### src/rtl/regd_xcvr_pkg.sv
package regd_xcvr_pkg;
   localparam int unsigned LANES   = 2;
   localparam int unsigned LANE_AB = 0;
   localparam int unsigned LANE_BA = 1;

   typedef enum logic [1:0] {
      XM_ISOLATE = 2'b00,
      XM_DRIVE_A = 2'b01,
      XM_DRIVE_B = 2'b10
   } xcvr_mode_e;

   function automatic xcvr_mode_e decode_mode(input logic en_n, input logic dir_b);
      if (en_n)      return XM_ISOLATE;
      else if (dir_b) return XM_DRIVE_B;
      else            return XM_DRIVE_A;
   endfunction
endpackage

### src/rtl/xcvr_edge_sync.sv
module xcvr_edge_sync #(
   parameter int unsigned STAGES = 2
) (
   input  logic clk,
   input  logic rst_n,
   input  logic raw,
   output logic rise
);
   localparam int unsigned DEPTH = STAGES + 1;

   if (STAGES < 2) begin : g_bad_stages
      $error("xcvr_edge_sync: STAGES must be at least 2");
   end

   logic [DEPTH-1:0] sh;

   always_ff @(posedge clk or negedge rst_n) begin
      if (!rst_n) sh <= '0;
      else        sh <= {sh[DEPTH-2:0], raw};
   end

   assign rise = sh[STAGES-1] & ~sh[STAGES];

   AST_RISE_SINGLE: assert property (@(posedge clk) disable iff (!rst_n)
      rise |=> !rise) else $error("edge pulse longer than one cycle");
endmodule

### src/rtl/xcvr_store_reg.sv
module xcvr_store_reg #(
   parameter int unsigned WIDTH = 8
) (
   input  logic             clk,
   input  logic             rst_n,
   input  logic             cap,
   input  logic [WIDTH-1:0] d,
   output logic [WIDTH-1:0] q
);
   if (WIDTH < 1) begin : g_bad_width
      $error("xcvr_store_reg: WIDTH must be positive");
   end

   always_ff @(posedge clk or negedge rst_n) begin
      if (!rst_n)   q <= '0;
      else if (cap) q <= d;
   end

   AST_CAPTURE_LOADS: assert property (@(posedge clk) disable iff (!rst_n)
      cap |=> (q == $past(d))) else $error("capture lost");
   AST_HOLD_STABLE: assert property (@(posedge clk) disable iff (!rst_n)
      !cap |=> $stable(q)) else $error("register changed without capture");
endmodule

### src/rtl/xcvr_port_drive.sv
module xcvr_port_drive #(
   parameter int unsigned WIDTH = 8
) (
   input  logic             clk,
   input  logic             rst_n,
   input  logic             drive,
   input  logic             sel_stored,
   input  logic [WIDTH-1:0] live,
   input  logic [WIDTH-1:0] stored,
   output logic [WIDTH-1:0] dout,
   output logic             oe
);
   logic [WIDTH-1:0] pick;

   always_comb begin
      pick = sel_stored ? stored : live;
      oe   = drive;
      dout = drive ? pick : '0;
   end

   AST_IDLE_ZERO: assert property (@(posedge clk) disable iff (!rst_n)
      !oe |-> (dout == '0)) else $error("idle port carries data");
   AST_LIVE_PASS: assert property (@(posedge clk) disable iff (!rst_n)
      (oe && !sel_stored) |-> (dout == live)) else $error("live path wrong");
endmodule

### src/rtl/regd_bus_xcvr.sv
module regd_bus_xcvr
   import regd_xcvr_pkg::*;
#(
   parameter int unsigned WIDTH       = 8,
   parameter int unsigned SYNC_STAGES = 2
) (
   input  logic             clk,
   input  logic             rst_n,
   input  logic             en_n,
   input  logic             dir_b,
   input  logic             cap_ab,
   input  logic             cap_ba,
   input  logic             sel_ab,
   input  logic             sel_ba,
   input  logic [WIDTH-1:0] a_in,
   input  logic [WIDTH-1:0] b_in,
   output logic [WIDTH-1:0] a_out,
   output logic             a_oe,
   output logic [WIDTH-1:0] b_out,
   output logic             b_oe
);
   if (WIDTH < 1)       begin : g_bad_width  $error("regd_bus_xcvr: WIDTH must be positive"); end
   if (SYNC_STAGES < 2) begin : g_bad_stages $error("regd_bus_xcvr: SYNC_STAGES must be >= 2"); end

   xcvr_mode_e mode;
   logic [LANES-1:0]            lane_strobe, lane_rise, lane_sel, lane_drive, lane_oe;
   logic [LANES-1:0][WIDTH-1:0] lane_src, lane_q, lane_out;

   assign mode = decode_mode(en_n, dir_b);

   // lane AB: takes A, drives B ; lane BA: takes B, drives A
   assign lane_strobe[LANE_AB] = cap_ab;
   assign lane_strobe[LANE_BA] = cap_ba;
   assign lane_sel[LANE_AB]    = sel_ab;
   assign lane_sel[LANE_BA]    = sel_ba;
   assign lane_src[LANE_AB]    = a_in;
   assign lane_src[LANE_BA]    = b_in;
   assign lane_drive[LANE_AB]  = rst_n && (mode == XM_DRIVE_B);
   assign lane_drive[LANE_BA]  = rst_n && (mode == XM_DRIVE_A);

   for (genvar g = 0; g < LANES; g++) begin : g_lane
      xcvr_edge_sync #(.STAGES(SYNC_STAGES)) u_sync (
         .clk  (clk),
         .rst_n(rst_n),
         .raw  (lane_strobe[g]),
         .rise (lane_rise[g])
      );
      xcvr_store_reg #(.WIDTH(WIDTH)) u_reg (
         .clk  (clk),
         .rst_n(rst_n),
         .cap  (lane_rise[g]),
         .d    (lane_src[g]),
         .q    (lane_q[g])
      );
      xcvr_port_drive #(.WIDTH(WIDTH)) u_drv (
         .clk       (clk),
         .rst_n     (rst_n),
         .drive     (lane_drive[g]),
         .sel_stored(lane_sel[g]),
         .live      (lane_src[g]),
         .stored    (lane_q[g]),
         .dout      (lane_out[g]),
         .oe        (lane_oe[g])
      );
   end

   assign b_out = lane_out[LANE_AB];
   assign b_oe  = lane_oe[LANE_AB];
   assign a_out = lane_out[LANE_BA];
   assign a_oe  = lane_oe[LANE_BA];

   AST_OE_EXCLUSIVE: assert property (@(posedge clk) disable iff (!rst_n)
      !(a_oe && b_oe)) else $error("both ports driven");
   AST_ISOLATE_QUIET: assert property (@(posedge clk) disable iff (!rst_n)
      en_n |-> (!a_oe && !b_oe)) else $error("drive during isolation");
   AST_DIR_B_DRIVE: assert property (@(posedge clk) disable iff (!rst_n)
      (!en_n && dir_b) |-> (b_oe && !a_oe)) else $error("B direction wrong");
   AST_DIR_A_DRIVE: assert property (@(posedge clk) disable iff (!rst_n)
      (!en_n && !dir_b) |-> (a_oe && !b_oe)) else $error("A direction wrong");

   always_comb begin
      if (!rst_n) begin
         AST_RESET_NO_DRIVE: assert (!a_oe && !b_oe) else $error("drive during reset");
      end
   end
endmodule

### config.mk
export PLATFORM = sky130hd
export DESIGN_NAME = regd_bus_xcvr
export DESIGN_NICKNAME = d
export VERILOG_FILES = /design/src/rtl/regd_xcvr_pkg.sv /design/src/rtl/xcvr_edge_sync.sv /design/src/rtl/xcvr_store_reg.sv /design/src/rtl/xcvr_port_drive.sv /design/src/rtl/regd_bus_xcvr.sv
export SDC_FILE = /design/constraint.sdc
export NUM_CORES = 1
export LEC_CHECK = 0
export BUFFER_PORTS_ARGS = -buffer_cell sky130_fd_sc_hd__buf_2
export CAP_MARGIN = 10
export CORE_AREA = 5 5 56 58
export CTS_CLUSTER_DIAMETER = 100
export DETAILED_ROUTE_END_ITERATION = 8
export DIE_AREA = 0 0 61 63
export GPL_TIMING_DRIVEN = 0
export PLACE_DENSITY = 0.71
export SKIP_LAST_GASP = 1
export SLEW_MARGIN = 15
export SYNTH_ARGS = -nofsm -noshare
export SYNTH_HDL_FRONTEND = slang
export SYNTH_SLANG_ARGS = --single-unit
### constraint.sdc
create_clock -name clk -period 1.3 [get_ports clk]
set_clock_uncertainty 0.15 [all_clocks]
set_input_delay 0.26 -clock clk [delete_from_list [all_inputs] [get_ports clk]]
set_output_delay 0.26 -clock clk [all_outputs]
set_load 0.005 [all_outputs]
==> impl_results.md <==
* Initial antenna violation count at 0
* Clock Power Share at 0.321
* Area grow syn2layout at 45.73%
* Die ar. at just under 4000 um2
* Critical path class: input port to output port
* Register bit total from synthesis at 22
* Starting density of the core at 0.3871
* Worst hold path endpoint: g_lane[0].u_reg.q[5]
* Post-Route WL at 2.148 mm
* MaxCap Viol Count at 0
* Post-synthesis mux area share at 0.3362
* Compound-Gate Fraction of Synth Area at 0
* Leak Pwr at 0.7649 nW
* Reg2reg setup slack at 0.06 ns
* Worst hold path type: input port to flip-flop
* Die width at 61 um
* Setup crit end kind: output port
* Fill cell count at around 250
* Remaining DRCs at 0
* Setup crit start kind: input port
* PortBufs at 39
* P_int at 1.263 mW
* GRT Residual Overflow at 0
* Yosys warnings at 0
* Crit path required time at 0.89 ns
* Peak supply drop at 0.9936 mV
* Hold Crit Depth at 2
* Commonest cells after routing, fill and taps aside: 36 x buf_2, 22 x dfrtp_1, 16 x mux2_2, 15 x mux2i_1, 13 x nor2_1
* Routed vias/inst at 4.828
* Switching Share at 0.2220
* CTS tree: yes
* Tcrit/Tclk final at 1.173
* Setup-failing EPs final at 17
* Cell mode on critical path: buf_6
* Core area at ~2600 um2
* CP startpoint: en_n
* Post-route ant nets at 0
* First-pass GRT wire length at 3.263 mm
* Combinational power share at 0.184
* P_sw at 0.3603 mW
* DP HPWL at ~1.5 mm
* Total power at between 1.5 and 2 mW
* Worst-skew pair later-pin latency at 0.30 ns
* Clock-pin slew on the worst setup and hold paths at 0.13 ns
* RSZ-0062 raised after global routing: yes
* Share of power burned in registers at 0.495
* Syn_nets at 105
* Most common cell after layout, fill and taps aside: buf_2
* Post-synthesis cell area at 1012 um2
* Mapped Avg Cell Area at 12.50 um2
* Xor/xnor cell area share of the yosys netlist at 0
* I/O pins at 42
* Die Y-Extent at around 63 um
* H-tree Lvls at 1
* Synth Area in Simple Gates at 0.08776
* Worst EP arrival at 1.12 ns
* Sink Count at 22
* R2r worst-path depth at 3
* Worst path max stage delay at 0.41 ns
* Vias in the first global route at between 700 and 800
* Post-layout min period at ~1.5 ns
* R2r endpoint: g_lane[1].u_reg.q[3]
* Register area share after synthesis at 0.5439
* RD Place Congestion at 0.7372
* Critical path, cell by cell: buf_6 > or3b_4 > buf_6 > nor2_1 > buf_2
* Slew Limit Fails at 0
* Largest family of logic cells by synthesized area: multiplexers
* Setup WS post-layout at -0.2254 ns
* Final hold vios at 0
* Relative max-transition margin at 0.8281
* Pwr Density at approximately 1100 nW/um2
* Hold_sp: a_in[5]
* Total GRT Usage at 0.1096
* Max frequency at 0.6555 GHz
* Clk Tree Root Cell: clkbuf_4
* Adder-cell share of the synthesized area at 0
* Pin count of the biggest net entering global routing at 14
* CTS max path bufs at 2
* First-pass iteration count of the detailed router at 3
* Failing checks: negative setup slack
* Vias at between 700 and 800
* Library cells used by synthesis at 9
* Routed length per instance at between 10 and 15 um
* RR Startpoint: g_lane[1].u_sync.sh[1]
* Inserted Clock Buffers at 3
* Pre-CTS setup slack at -0.6326 ns
* CP max FO at 5
* DRT iter0 DRCs at 31
* Status: finished, violations left
* # rows at 19
* Total Nets Final at 157
* Fraction of layout cells with a size suffix above 1 at 0.5606
* Critical-path top delay cell: or3b_4
* Antenna fix cells at 0
* Worst slew pin tran at 0.2578 ns
* Post-Syn Instances at a little over 80
[stage by stage]
step	area [um2]	util	std cells	hold slack, ns	TNS (ns)
floorplan	1012	-	81	-0.1856	-0.03837
finish	1475	0.5641	163	0.03968	-2.644
CTS	1440	0.5507	163	0.02551	-2.768
global route	1475	0.5641	163	0.02175	-3.544
detailed placement	1246	0.4766	151	0.1110	-10.37
global placement	1246	0.4766	151	0.1052	-9.994
[cells by family (layout without fill, tap and decap cells)]
family                 Yosys count  in the layout
DFF                             22             22
muxes                           32             32
buffers and inverters            7             58
and+or+nand+nor                 20             20
[sequential cells by signal (all words and copies together), names as in the netlist]
register / count
g_lane.u_reg.q: 16
g_lane.u_sync.sh: 6
[layer usage]
| metal | GRT usage | share of wire | wire (um) | vias up |
|---|---|---|---|---|
| met3 | 0.03512 | 0.12 | 264 | 0 |
| met1 | 0.1477 | 0.40 | 851 | 377 |
| li1 | - | - | - | 374 |
| met5 | 0 | 0 | 0 | - |
| met2 | 0.1698 | 0.48 | 1032 | 36 |
| met4 | 0.02439 | 0 | 0 | 0 |
[worst max path at each step]
stage | slack, ns | end | cells after the start
CTS | -0.21 | a_out[0] | 5
detailed placement | -0.63 | a_out[7] | 5
global placement | -0.62 | a_out[1] | 5
global route | -0.28 | a_out[5] | 3
finish | -0.23 | a_out[0] | 5
floorplan | -0.005 | a_out[0] | 3
[worst max-delay path: cells and delay by family]
kind / cells / cell delay, ns
AND/OR/NAND/NOR: 2 / 0.50
buffers and inverters: 3 / 0.35
[synthesized netlist by cell type]
library cell  number  area [um2]
buf_2              5       25.02
or3b_1             1       8.760
nand2b_1           2       12.51
inv_1              2       7.510
nand3b_1           1       7.510
dfrtp_1           22       550.5
mux2i_1           16       160.2
nor2_1            16       60.06
mux2_2            16       180.2
[power groups by stage]
stage | sequential (mW) | combinational (mW) | clock [mW]
2_1_floorplan | 0.806 | 0.157 | 0
3_5_place_dp | 0.819 | 0.244 | 0
6_report | 0.804 | 0.298 | 0.520
3_3_place_gp | 0.811 | 0.237 | 0
4_1_cts | 0.804 | 0.290 | 0.537
5_1_grt | 0.814 | 0.328 | 0.567
[cell type report]
class                      instances  area (um2)  area share
clock buffer                       3       22.52     0.01527
buffer                             5       36.28     0.02460
timing repair buffer              47       341.6      0.2316
inverter                           2       7.507    0.005089
tap                               31       38.79     0.02629
clock inverter                     1       30.03     0.02036
multi-input combinational         52       447.9      0.3036
sequential                        22       550.5      0.3732
[repair_timing]
item,CTS,global route
gates cloned,2,0
endpoints found under the hold margin,24,0
hold buffers,4,0
setup endpoints to repair,19,25
pin swaps,9,4
setup buffers,2,0
gates resized for setup,13,9
(Power assumes the default switching activity.)
